**src/rtl/sram_ctrl_pkg.sv**
```systemverilog
package sram_ctrl_pkg;

  typedef enum logic [2:0] {
    ST_IDLE,
    ST_READ,
    ST_TURN,
    ST_WPULSE,
    ST_WHOLD
  } state_e;

  // ceil(ns / period), never below one cycle
  function automatic int unsigned ns_to_cyc(int unsigned ns, int unsigned period);
    int unsigned c;
    c = (ns + period - 1) / period;
    return (c < 1) ? 1 : c;
  endfunction

  function automatic int unsigned max2(int unsigned a, int unsigned b);
    return (a > b) ? a : b;
  endfunction

endpackage

```
**src/rtl/sram_ctrl_timer.sv**
```systemverilog
module sram_ctrl_timer #(
  parameter int unsigned CNT_W = 4
) (
  input  logic             clk_i,
  input  logic             rst_ni,
  input  logic             load_i,
  input  logic [CNT_W-1:0] load_val_i,
  output logic             zero_o
);

  logic [CNT_W-1:0] cnt_q;

  always_ff @(posedge clk_i or negedge rst_ni) begin
    if (!rst_ni)               cnt_q <= '0;
    else if (load_i)           cnt_q <= load_val_i;
    else if (cnt_q != '0)      cnt_q <= cnt_q - 1'b1;
  end

  assign zero_o = (cnt_q == '0);

endmodule

```
**src/rtl/sram_ctrl_fsm.sv**
```systemverilog
module sram_ctrl_fsm
  import sram_ctrl_pkg::*;
#(
  parameter int unsigned RD_CYC   = 7,
  parameter int unsigned WP_CYC   = 6,
  parameter int unsigned TURN_CYC = 3,
  parameter int unsigned CNT_W    = 3
) (
  input  logic             clk_i,
  input  logic             rst_ni,
  input  logic             req_i,
  input  logic             we_i,
  input  logic             zero_i,
  output logic             load_o,
  output logic [CNT_W-1:0] load_val_o,
  output logic             accept_o,
  output logic             capture_o,
  output logic             ce1_no,
  output logic             ce2_o,
  output logic             oe_no,
  output logic             we_no,
  output logic             dq_oe_o,
  output logic             done_o,
  output logic             ready_o
);

  localparam logic [CNT_W-1:0] RD_LD   = CNT_W'(RD_CYC - 1);
  localparam logic [CNT_W-1:0] WP_LD   = CNT_W'(WP_CYC - 1);
  localparam logic [CNT_W-1:0] TURN_LD = CNT_W'(TURN_CYC - 1);

  state_e state_q;
  logic   last_rd_q;
  logic   turn_end;

  assign ready_o   = (state_q == ST_IDLE);
  assign accept_o  = ready_o && req_i;
  assign turn_end  = (state_q == ST_TURN) && zero_i;
  assign capture_o = (state_q == ST_READ) && zero_i;

  always_comb begin
    load_o     = accept_o || turn_end;
    load_val_o = WP_LD;
    if (accept_o && !we_i)          load_val_o = RD_LD;
    else if (accept_o && last_rd_q) load_val_o = TURN_LD;
  end

  always_ff @(posedge clk_i or negedge rst_ni) begin
    if (!rst_ni) begin
      state_q   <= ST_IDLE;
      last_rd_q <= 1'b0;
      ce1_no    <= 1'b1;
      ce2_o     <= 1'b0;
      oe_no     <= 1'b1;
      we_no     <= 1'b1;
      dq_oe_o   <= 1'b0;
      done_o    <= 1'b0;
    end else begin
      done_o <= 1'b0;
      unique case (state_q)
        ST_IDLE: if (req_i) begin
          if (!we_i) begin
            state_q   <= ST_READ;
            last_rd_q <= 1'b1;
            ce1_no    <= 1'b0;
            ce2_o     <= 1'b1;
            oe_no     <= 1'b0;
          end else begin
            last_rd_q <= 1'b0;
            if (last_rd_q) begin
              state_q <= ST_TURN;  // let the memory release the bus
            end else begin
              state_q <= ST_WPULSE;
              ce1_no  <= 1'b0;
              ce2_o   <= 1'b1;
              we_no   <= 1'b0;
              dq_oe_o <= 1'b1;
            end
          end
        end
        ST_READ: if (zero_i) begin
          state_q <= ST_IDLE;
          ce1_no  <= 1'b1;
          ce2_o   <= 1'b0;
          oe_no   <= 1'b1;
          done_o  <= 1'b1;
        end
        ST_TURN: if (zero_i) begin
          state_q <= ST_WPULSE;
          ce1_no  <= 1'b0;
          ce2_o   <= 1'b1;
          we_no   <= 1'b0;
          dq_oe_o <= 1'b1;
        end
        ST_WPULSE: if (zero_i) begin
          state_q <= ST_WHOLD;
          we_no   <= 1'b1;  // write ends on the strobe, selects stay on
        end
        ST_WHOLD: begin
          state_q <= ST_IDLE;
          ce1_no  <= 1'b1;
          ce2_o   <= 1'b0;
          dq_oe_o <= 1'b0;
          done_o  <= 1'b1;
        end
        default: state_q <= ST_IDLE;
      endcase
    end
  end

  assert_ce_pair_R2: assert property (@(posedge clk_i) disable iff (!rst_ni)
    ce1_no == !ce2_o);

  assert_no_drive_under_oe_R5: assert property (@(posedge clk_i) disable iff (!rst_ni)
    dq_oe_o |-> oe_no);

  assert_we_rise_selected_R10: assert property (@(posedge clk_i) disable iff (!rst_ni)
    $rose(we_no) |-> (!ce1_no && ce2_o && dq_oe_o));

  assert_done_single_R9: assert property (@(posedge clk_i) disable iff (!rst_ni)
    done_o |=> !done_o);

  assert_oe_we_exclusive_R3: assert property (@(posedge clk_i) disable iff (!rst_ni)
    !(!oe_no && !we_no));

endmodule

```
**src/rtl/sram_ctrl_datapath.sv**
```systemverilog
module sram_ctrl_datapath #(
  parameter int unsigned ADDR_W = 17,
  parameter int unsigned DATA_W = 8
) (
  input  logic              clk_i,
  input  logic              rst_ni,
  input  logic              accept_i,
  input  logic              capture_i,
  input  logic [ADDR_W-1:0] addr_i,
  input  logic [DATA_W-1:0] wdata_i,
  input  logic [DATA_W-1:0] mem_dq_i,
  output logic [ADDR_W-1:0] mem_addr_o,
  output logic [DATA_W-1:0] mem_dq_o,
  output logic [DATA_W-1:0] rdata_o
);

  always_ff @(posedge clk_i or negedge rst_ni) begin
    if (!rst_ni) begin
      mem_addr_o <= '0;
      mem_dq_o   <= '0;
    end else if (accept_i) begin
      mem_addr_o <= addr_i;
      mem_dq_o   <= wdata_i;
    end
  end

  // sample before the address can move (output hold is only a few ns)
  always_ff @(posedge clk_i or negedge rst_ni) begin
    if (!rst_ni)        rdata_o <= '0;
    else if (capture_i) rdata_o <= mem_dq_i;
  end

endmodule

```
**src/rtl/sram_ctrl.sv**
```systemverilog
module sram_ctrl
  import sram_ctrl_pkg::*;
#(
  parameter int unsigned CLK_PERIOD_NS = 8,
  parameter int unsigned ADDR_W        = 17,
  parameter int unsigned DATA_W        = 8,
  parameter int unsigned T_RC_NS       = 55,
  parameter int unsigned T_AA_NS       = 55,
  parameter int unsigned T_DOE_NS      = 25,
  parameter int unsigned T_WC_NS       = 55,
  parameter int unsigned T_PWE_NS      = 40,
  parameter int unsigned T_AW_NS       = 45,
  parameter int unsigned T_SD_NS       = 25,
  parameter int unsigned T_HZ_NS       = 20
) (
  input  logic              clk_i,
  input  logic              rst_ni,
  input  logic              req_i,
  input  logic              we_i,
  input  logic [ADDR_W-1:0] addr_i,
  input  logic [DATA_W-1:0] wdata_i,
  output logic [DATA_W-1:0] rdata_o,
  output logic              done_o,
  output logic              ready_o,
  output logic [ADDR_W-1:0] mem_addr_o,
  output logic              mem_ce1_no,
  output logic              mem_ce2_o,
  output logic              mem_oe_no,
  output logic              mem_we_no,
  output logic [DATA_W-1:0] mem_dq_o,
  output logic              mem_dq_oe_o,
  input  logic [DATA_W-1:0] mem_dq_i
);

  // all windows derived from the period
  localparam int unsigned RD_CYC = max2(max2(ns_to_cyc(T_RC_NS, CLK_PERIOD_NS),
                                             ns_to_cyc(T_AA_NS, CLK_PERIOD_NS)),
                                        ns_to_cyc(T_DOE_NS, CLK_PERIOD_NS));
  localparam int unsigned WC_CYC = ns_to_cyc(T_WC_NS, CLK_PERIOD_NS);
  localparam int unsigned WP_CYC = max2(max2(ns_to_cyc(T_PWE_NS, CLK_PERIOD_NS),
                                             ns_to_cyc(T_AW_NS, CLK_PERIOD_NS)),
                                        max2(ns_to_cyc(T_SD_NS, CLK_PERIOD_NS),
                                             (WC_CYC > 1) ? WC_CYC - 1 : 1));
  localparam int unsigned TURN_CYC = ns_to_cyc(T_HZ_NS, CLK_PERIOD_NS);
  localparam int unsigned MAX_CYC  = max2(max2(RD_CYC, WP_CYC), TURN_CYC);
  localparam int unsigned CNT_W    = $clog2(MAX_CYC + 1);

  logic             load;
  logic [CNT_W-1:0] load_val;
  logic             zero;
  logic             accept;
  logic             capture;

  sram_ctrl_timer #(.CNT_W(CNT_W)) u_timer (
    .clk_i      (clk_i),
    .rst_ni     (rst_ni),
    .load_i     (load),
    .load_val_i (load_val),
    .zero_o     (zero)
  );

  sram_ctrl_fsm #(
    .RD_CYC   (RD_CYC),
    .WP_CYC   (WP_CYC),
    .TURN_CYC (TURN_CYC),
    .CNT_W    (CNT_W)
  ) u_fsm (
    .clk_i      (clk_i),
    .rst_ni     (rst_ni),
    .req_i      (req_i),
    .we_i       (we_i),
    .zero_i     (zero),
    .load_o     (load),
    .load_val_o (load_val),
    .accept_o   (accept),
    .capture_o  (capture),
    .ce1_no     (mem_ce1_no),
    .ce2_o      (mem_ce2_o),
    .oe_no      (mem_oe_no),
    .we_no      (mem_we_no),
    .dq_oe_o    (mem_dq_oe_o),
    .done_o     (done_o),
    .ready_o    (ready_o)
  );

  sram_ctrl_datapath #(.ADDR_W(ADDR_W), .DATA_W(DATA_W)) u_dp (
    .clk_i      (clk_i),
    .rst_ni     (rst_ni),
    .accept_i   (accept),
    .capture_i  (capture),
    .addr_i     (addr_i),
    .wdata_i    (wdata_i),
    .mem_dq_i   (mem_dq_i),
    .mem_addr_o (mem_addr_o),
    .mem_dq_o   (mem_dq_o),
    .rdata_o    (rdata_o)
  );

  assert_addr_stable_R7: assert property (@(posedge clk_i) disable iff (!rst_ni)
    (!mem_ce1_no && $past(!mem_ce1_no)) |-> $stable(mem_addr_o));

  assert_data_stable_R10: assert property (@(posedge clk_i) disable iff (!rst_ni)
    (mem_dq_oe_o && $past(mem_dq_oe_o)) |-> $stable(mem_dq_o));

endmodule

```
**config.mk**
```make
export PLATFORM = sky130hd
export DESIGN_NAME = sram_ctrl
export DESIGN_NICKNAME = d
export VERILOG_FILES = /design/src/rtl/sram_ctrl_pkg.sv /design/src/rtl/sram_ctrl_timer.sv /design/src/rtl/sram_ctrl_fsm.sv /design/src/rtl/sram_ctrl_datapath.sv /design/src/rtl/sram_ctrl.sv
export SDC_FILE = /design/constraint.sdc
export NUM_CORES = 1
export LEC_CHECK = 0
export BUFFER_PORTS_ARGS = -buffer_cell sky130_fd_sc_hd__buf_2
export CORE_MARGIN = 2
export CORE_UTILIZATION = 30
export CTS_BUF_LIST = sky130_fd_sc_hd__clkbuf_4 sky130_fd_sc_hd__clkbuf_8 sky130_fd_sc_hd__clkbuf_16
export CTS_CLUSTER_DIAMETER = 120
export CTS_CLUSTER_SIZE = 24
export DETAILED_ROUTE_END_ITERATION = 10
export GPL_TIMING_DRIVEN = 0
export SLEW_MARGIN = 20
export SYNTH_ARGS = -nofsm -noshare
export SYNTH_HDL_FRONTEND = slang
export SYNTH_HIERARCHICAL = 1
export SYNTH_SLANG_ARGS = --single-unit
```
**constraint.sdc**
```tcl
create_clock -name clk_i -period 3.3 [get_ports clk_i]
set_clock_uncertainty 0.05 [all_clocks]
set_input_delay 0.165 -clock clk_i [delete_from_list [all_inputs] [get_ports clk_i]]
set_output_delay 0.165 -clock clk_i [all_outputs]
set_load 0.05 [all_outputs]
```
Word level (Yosys, flattened, before mapping). Cells that the tools add are included.

Add/sub/neg operators: 1. Multipliers: 0. Div/mod/pow operators: 0. $lt $le $gt $ge: 0. Equal/unequal tests: 12. Shift operators: 0. Muxes and demuxes: 33. Bitwise operators: 0. Reductions and logical operators: 21.

Operators with widths (count): $mux W3 (9); $mux W1 (17); $pmux W3 S4 (1); $reduce_and A5 Y1 (2); $reduce_bool A3 Y1 (3); $ne A2 B2 Y1 const B (4); $pmux W1 S4 (2); $reduce_and A4 Y1 (2); $eq A3 B2 Y1 const B (2); $logic_not A3 Y1 (2); $ne A2 B1 Y1 const B (3); $pmux W1 S3 (2); $reduce_and A6 Y1 (1); $logic_and A1 B1 Y1 (5); $pmux W1 S2 (2); $reduce_bool A2 Y1 (2); $reduce_bool A4 Y1 (1); $eq A3 B1 Y1 const B (1); $eq A3 B3 Y1 const B (1); $ne A3 B3 Y1 const B (1); $sub A3 B1 Y3 const B (1); $reduce_and A2 Y1 (1); $logic_not A1 Y1 (1); $logic_or A1 B1 Y1 (1).

Register bits after elaboration: 46. Latch bits: 0. Memory bits (writable): 0. Memory bits (read-only): 0. Output and inout port bits: 40. Word-level logic and storage cells: 79. Memories: 0.

Depth between registers and ports, before layout. Gate-level depths: netlist of the first run.

Word-level depth: 6. Mapped depth: 8. Depth with buffers taken out: 8.

Hierarchy. Netlist of the first run, hierarchy kept.

Modules (own cells, without submodules): sram_ctrl_datapath (instances 1, cells an instance 70, area each 1328.8 um^2, seq. area each 825.8 um^2); sram_ctrl_fsm (instances 1, cells an instance 55, area each 521.8 um^2, seq. area each 254.0 um^2); sram_ctrl_timer (instances 1, cells an instance 21, area each 200.2 um^2, seq. area each 75.1 um^2).

Worst setup path after synthesis of the first run. Ideal clock, no wire load.

Path type: register -> output. Start point: register u_fsm.state_q[1]. End point: output ready_o. Arrival: 1726 ps. Data required time: 3085 ps. Setup slack: 1359 ps. Stages on the path, launching flop included: 3. Buffers on the path: 1. Path through: dfrtp_1 > clkbuf_1 > nor3_1.

Longest elaborated chain between the ends: 1.

Ends and longest elaborated chain: start: declaration (RTL line sram_ctrl_fsm.sv:31) `state_e state_q;`; start signal: assignment (RTL line sram_ctrl_fsm.sv:49) `state_q <= ST_IDLE;`; start signal: assignment (RTL line sram_ctrl_fsm.sv:62) `state_q <= ST_READ;`; start signal: assignment (RTL line sram_ctrl_fsm.sv:70) `state_q <= ST_TURN;`; $logic_not A3 Y1 (RTL line sram_ctrl_fsm.sv:35) `assign ready_o = (state_q == ST_IDLE);`; end: declaration (RTL line sram_ctrl.sv:24) `output logic ready_o,`.

Every way passes these cells.

Worst setup path after layout of the first run.
Start point: register u_timer.cnt_q[0]. End point: register u_timer.cnt_q[1].

Longest elaborated chain between the ends: 4. Elaborated cells between the ends (all ways): 8. Classes of those cells: add/sub (1); mux (2); reduce/logical (5).

Ends and longest elaborated chain: start: declaration (RTL line sram_ctrl_timer.sv:11) `logic [CNT_W-1:0] cnt_q;`; start signal: assignment (RTL line sram_ctrl_timer.sv:15) `else if (load_i) cnt_q <= load_val_i;`; start signal: assignment (RTL line sram_ctrl_timer.sv:16) `else if (cnt_q != '0) cnt_q <= cnt_q - 1'b1;`; $logic_not A3 Y1 (*) (RTL line sram_ctrl_timer.sv:19) `assign zero_o = (cnt_q == '0);`; net zero (RTL line sram_ctrl.sv:50) `logic zero;`; $logic_and A1 B1 Y1 (*) (RTL line sram_ctrl_fsm.sv:37) `assign turn_end = (state_q == ST_TURN) && zero_i;`; $logic_or A1 B1 Y1 (*) (RTL line sram_ctrl_fsm.sv:41) `load_o = accept_o || turn_end;`; net load (RTL line sram_ctrl.sv:48) `logic load;`; $mux W3 / $reduce_bool A2 Y1 (equally long branches).

Mark *: on every way through the listed nets, which the timed path passes. The rest lies on a longest branch. The select of a mux whose other input is x is not followed. A chain may end at the register's enable or synchronous reset.

==> impl_metrics.toml, run 1 <==
[placed_design]
dpl.hpwl_um = 2800
place_congestion = 0.773
io_buffers = 76

[detailed_routing]
drt-wirelength-per-cell_um = 12.4
routed-via-count = 1381
drt_iter0_drc = 25
route.antenna.remaining_nets = 0
via_per_inst = 4.45
wl_um = 3850
drc = 0
first_pass_iters = 4

[hold_path]
hold_class = "input pin to register"
holdPathStages = 2
holdPathEnd = "u_dp/rdata_o[5]"
timing.hold.worst.start = "mem_dq_i[5]"

[timing]
slew_headroom = 0.596
min_period_over_period = 0.655
fin_crit_ns = 2.16
final_hold_viol_count = 0
tightest_slew_ns = 0.591
max_freq_mhz = 462
setup_tns_ns = 0
drv_slew = 0
rsz0062_at_grt = "no"
setup_viol = 0

[setup_path]
path_buf_inv = 3
cp_top_family = "simple AND/OR/NAND/NOR gates"
worst-path-max-fanout = 8
slowest_stage = "nor3_1"
crit_top_cell = "inv_1"
startpoint_type = "register"
end_kind = "register"
critPathRequiredTime_ns = 3.42
ff2ff_setup_slack_ns = 1.14
critPathMaxStageDelay_ns = 0.49
path_class = "register to register"
rr_worst_depth = 8
cp.arrival_ns = 2.29
cp_num_cells = 8
crit_chain = "inv_1, ha_1, nand2b_1, inv_1, mux2i_1, nor3_1, inv_1, a311oi_1"
reg2reg_to = "u_timer/cnt_q[1]"
r2r-start = "u_timer/cnt_q[0]"

[logic_synthesis]
synth-edff-count = 0
async_flop_share = 1.00
ys.warnings.count = 6
avgSynthCellArea_um2 = 14.0
synthesis.nets = 185
netlist_area_um2 = 2050
syn_inst = 146
synthFlopType = "dfrtp_1"
synth-seq-area-share = 0.563
synthDistinctLibCells = 39
ys_ff_latch = 46

[layout]
diodes = 0
layout_commonest_cell = "buf_2"
nNetsFinal = 269
drive_gt1_frac = 0.552
multi_input_area_um2 = 798
area_delta_synth_final_pct = 27.9
final_cell_mix = "buf_2 (76), dfrtp_1 (43), mux2_4 (20), mux2_2 (13), nor2_1 (7)"
fillers = 673
seq_area_um2 = 1150

[cts]
cts_made_buffers = 5
cts_hold_buf = 0
clk_latency_ns = 0.28
cts-root-buf = "clkbuf_8"
clkTransAtPathRegs_ns = 0.08
h-tree-depth = 2
cts_setup_buffers = 0
cts_buffer_depth = 2
ctsResizeCount = 0
cts_tree = "built"
clock_sinks = 46

[floorplan]
initial_core_util = 0.305
die_w_um = 86.7
row_count = 30
die_area_um2 = 7510
fp.dieH_um = 86.7
io_pins = 77
core-area_um2 = 6720

[grt]
grt_pass1_wl_um = 6110
grt_start_max_net_pins = 47
grt_antenna_before_repair = 0
grt_pass1_vias = 1304
grt_use_total = 0.104
grt_overflow = 0

[outcome]
status = "finished clean"

[flow_run]
drv_cap = 0
==> cell usage after synthesis, types with 2 or more instances <==
cell type / number / area, um^2
mux2_4: 20 / 300
ha_1: 2 / 25.0
nand2_1: 4 / 15.0
nor3_1: 3 / 15.0
dfrtp_1: 43 / 1080
inv_2: 2 / 7.51
dfstp_2: 3 / 78.8
inv_1: 6 / 22.5
buf_12: 2 / 40.0
a221oi_1: 2 / 17.5
nor4b_1: 2 / 17.5
nor2_1: 7 / 26.3
nor2b_1: 5 / 31.3
clkbuf_1: 3 / 11.3
mux2_2: 13 / 146
a21oi_1: 4 / 20.0
nand2b_1: 3 / 18.8
==> worst reg2reg max path: stages, from the launching register on <==
cell,delay (ns)
dfrtp_1,0.39
inv_1,0.09
ha_1,0.20
nand2b_1,0.10
inv_1,0.20
mux2i_1,0.11
nor3_1,0.49
inv_1,0.13
a311oi_1,0.29
==> kinds of logic after synthesis <==
group | count (synthesis) | share of synthesized area
compound gates | 18 | 0.0659
simple gates | 31 | 0.0885
flops | 46 | 0.563
buf+inv | 15 | 0.0476
fa+ha+maj | 2 | 0.0122
mux | 34 | 0.223
==> metrics by stage <==
step                worst slack [ns]  area, um^2  hold slack (ns)  std cells   util
floorplan                       1.36        2050           -0.181        146      -
global placement                1.20        2530            0.346        302  0.377
detailed placement              1.17        2530            0.347        302  0.377
CTS                             1.16        2610           0.0292        309  0.388
global route                   0.828        2620           0.0327        310  0.390
finish                          1.14        2620           0.0545        310  0.390
==> sequential cells by signal, summed over array words and instances (netlist names), 3 cells and up <==
register         count
u_dp/mem_dq_o        8
u_fsm/state_q        3
u_timer/cnt_q        3
u_dp/mem_addr_o     17
u_dp/rdata_o         8
==> worst max-delay path by stage <==
stage	from	to	slack [ns]
floorplan	u_fsm/state_q[1]	ready_o	1.36
global placement	u_timer/cnt_q[0]	u_timer/cnt_q[0]	1.20
detailed placement	u_timer/cnt_q[0]	u_timer/cnt_q[1]	1.17
CTS	u_timer/cnt_q[0]	u_timer/cnt_q[1]	1.16
global route	u_timer/cnt_q[0]	u_timer/cnt_q[1]	0.83
finish	u_timer/cnt_q[0]	u_timer/cnt_q[1]	1.14
==> layer usage <==
metal	part of all wire	wire length, um	vias up	GRT usage
met1	0.48	1840	643	0.142
met4	0	0	0	0.0213
met3	0.063	244	0	0.0352
met2	0.46	1770	60	0.163
li1	-	-	678	-
met5	0	0	-	0
==> area by class of cell <==
class / count / share of cell area
multi-input cells: 85 / 0.304
clock inverters: 2 / 0.00382
flip-flops and latches: 46 / 0.440
plain buffers: 7 / 0.0258
inverters: 8 / 0.0115
repair buffers: 77 / 0.150
clock buffers: 5 / 0.0262
well taps: 80 / 0.0382
Power of run 1 is not shown: default switching activity piles up to over one toggle a cycle in this logic, so the estimate is an artifact.
==> run 2, diff against run 1 <==
clock period = 1.79 ns   (was 3.3 ns; I/O delays follow)
==> run 2 against run 1 <==
- cell area up 22%
- fmax grew 19%
- final cell count rose by 14%
- flip-flop and latch count did not move
- setup slack worse by 1.2 ns
- largest cell class unchanged
- critical path type unchanged
- routed wire length grew 25%
- global-route usage is 2.2 points higher
- via count increased by 14%
- register-to-register slack lost 1.2 ns
- the run now ends with negative setup slack left
- first-iteration DRC count up 32%
- core utilization increased by 8.5 points
==> impl_metrics.toml, run 2 (synthesis results as in run 1) <==
[outcome]
status = "finished, violations left"
violations = "negative setup slack"

[timing]
fin_crit_ns = 1.82
fin_ws_ns = -0.0332
slew_headroom = 0.578
tightest_slew_ns = 0.618
drv_slew = 0
holdWs_ns = 0.0655
max_freq_mhz = 548
final_hold_viol_count = 0
rsz0062_at_grt = "yes"
setup_viol = 10
min_period_over_period = 1.02

[pwr]
clkPwrFrac = 0.123
pwr-share-seq = 0.288
p_int_mw = 3.37
comb_power_share = 0.590
p_per_area_nw_per_um2 = 2010
p_sw_mw = 3.04
max-vdd-ir-drop_mv = 0.956
finalPower_mw = 6.40
p_leak_nw = 1.52
swShare = 0.474

[floorplan]
initial_core_util = 0.305
core-area_um2 = 6720
die_w_um = 86.7
die_area_um2 = 7510
row_count = 30
fp.dieH_um = 86.7
io_pins = 77

[layout]
layout_commonest_cell = "buf_2"
area_delta_synth_final_pct = 55.6
nNetsFinal = 311
final_cell_mix = "buf_2 (75), dfrtp_1 (42), dlygate4sd3_1 (35), mux2_4 (23), mux2_2 (10)"
instances_no_fill = 353
drive_gt1_frac = 0.542
largestRegisters = "u_dp/mem_addr_o: 17 flops, u_dp/mem_dq_o: 8 flops, u_dp/rdata_o: 8 flops"
regMostFlops = "u_dp/mem_addr_o"
largest_reg_flops = 17
diodes = 0

[setup_path]
end_kind = "register"
critPathRequiredTime_ns = 1.92
r2r-start = "u_fsm/state_q[1]"
startpoint_type = "register"
cp.arrival_ns = 1.95
crit_start = "u_fsm/state_q[1]"
path_class = "register to register"
worst-path-max-fanout = 7

[grt]
grt_antenna_before_repair = 0
grt_use_total = 0.127
grt_overflow = 0
grt_pass1_vias = 1603
grt_start_max_net_pins = 47
grt_pass1_wl_um = 7460

[detailed_routing]
first_pass_iters = 4
route.antenna.remaining_nets = 0
wl_um = 4810
drt_iter0_drc = 33
drc = 0
via_per_inst = 4.47
drt-wirelength-per-cell_um = 13.6
routed-via-count = 1579

[cts]
cts_buffer_depth = 2
cts-root-buf = "clkbuf_8"
clock_sinks = 46
cts_tree = "built"
h-tree-depth = 2
clkTransAtPathRegs_ns = 0.08
clk_latency_ns = 0.30
cts_made_buffers = 5

[hold_path]
timing.hold.worst.start = "req_i"
hold_class = "input pin to register"

[placed_design]
dpl_worst_slack_ns = -0.280
placed_cells = 302
dpl.hpwl_um = 2880
io_buffers = 76
place_congestion = 0.796

[flow_run]
drv_cap = 0
## run 2: cell count changes in the layout (fill, tap and decap cells not counted), sizes merged
cell / previous run / this run
clkinv: 2 / 0
clkbuf: 8 / 11
bufinv: 0 / 1
clkinvlp: 0 / 1
dlygate4sd3: 1 / 35
buf: 80 / 86
## run 2: metrics by stage
stage               TNS, ns  utilization  cell area [um^2]
floorplan                 0            -              2060
global placement      -4.18        0.378              2540
CTS                  -0.963        0.457              3070
finish               -0.189        0.475              3190
detailed placement    -4.50        0.378              2540
global route          -1.00        0.475              3190
## run 2: cell type report
type,instances,area (um^2)
fill,581,3530
sequential,46,1160
multi-input combinational,85,860
timing repair buffer,119,841
tap,80,100
buffer,7,85.1
clock buffer,6,76.3
clock inverter,2,37.5
inverter,8,35.0
## run 2: what timing repair did
item / CTS / global route
setup endpoints to repair: 33 / 33
hold endpoints to repair: 77 / 0
pin swaps: 1 / 2
resized for setup: 12 / 11
hold buffers: 35 / 0
buffers inserted: 4 / 2
cloned: 0 / 2
## run 2: power by group through the flow
stage | combinational [mW] | sequential [mW] | clock [mW]
after detailed placement | 3.42 | 1.86 | 0
after floorplan | 1.18 | 3.38 | 0
after CTS | 3.63 | 1.84 | 0.826
after global routing | 3.98 | 1.92 | 0.867
final | 3.78 | 1.84 | 0.787
after global placement | 3.40 | 1.84 | 0
## run 2: path summary, 6_finish.rpt
path | to | slack [ns] | cells past startpoint
worst max-delay path | u_dp/mem_addr_o[8] | -0.03 | 5
worst min register to register | u_dp/mem_addr_o[14] | 0.46 | 1
worst min-delay path | u_fsm/state_q[0] | 0.07 | 3
max in group asynchronous | u_fsm/state_q[1] | 0.99 | 2
worst max register to register | u_dp/mem_addr_o[8] | -0.03 | 5
min in group asynchronous | u_dp/rdata_o[2] | 0.27 | 2
## run 2: worst max-delay path, stage by stage, from the launching register on
cell	delay, ns
dfrtp_2	0.43
or4b_4	0.56
inv_4	0.09
buf_12	0.13
clkbuf_16	0.15
mux2_4	0.30
## run 2: per-layer routing
layer  track usage  part of all wire  vias up
met5             0                 0        -
met3        0.0371             0.054        4
met4        0.0412            0.0075        0
met1         0.149              0.44      755
li1              -                 -      769
met2         0.220              0.50       51
(Power assumes the default switching activity.)
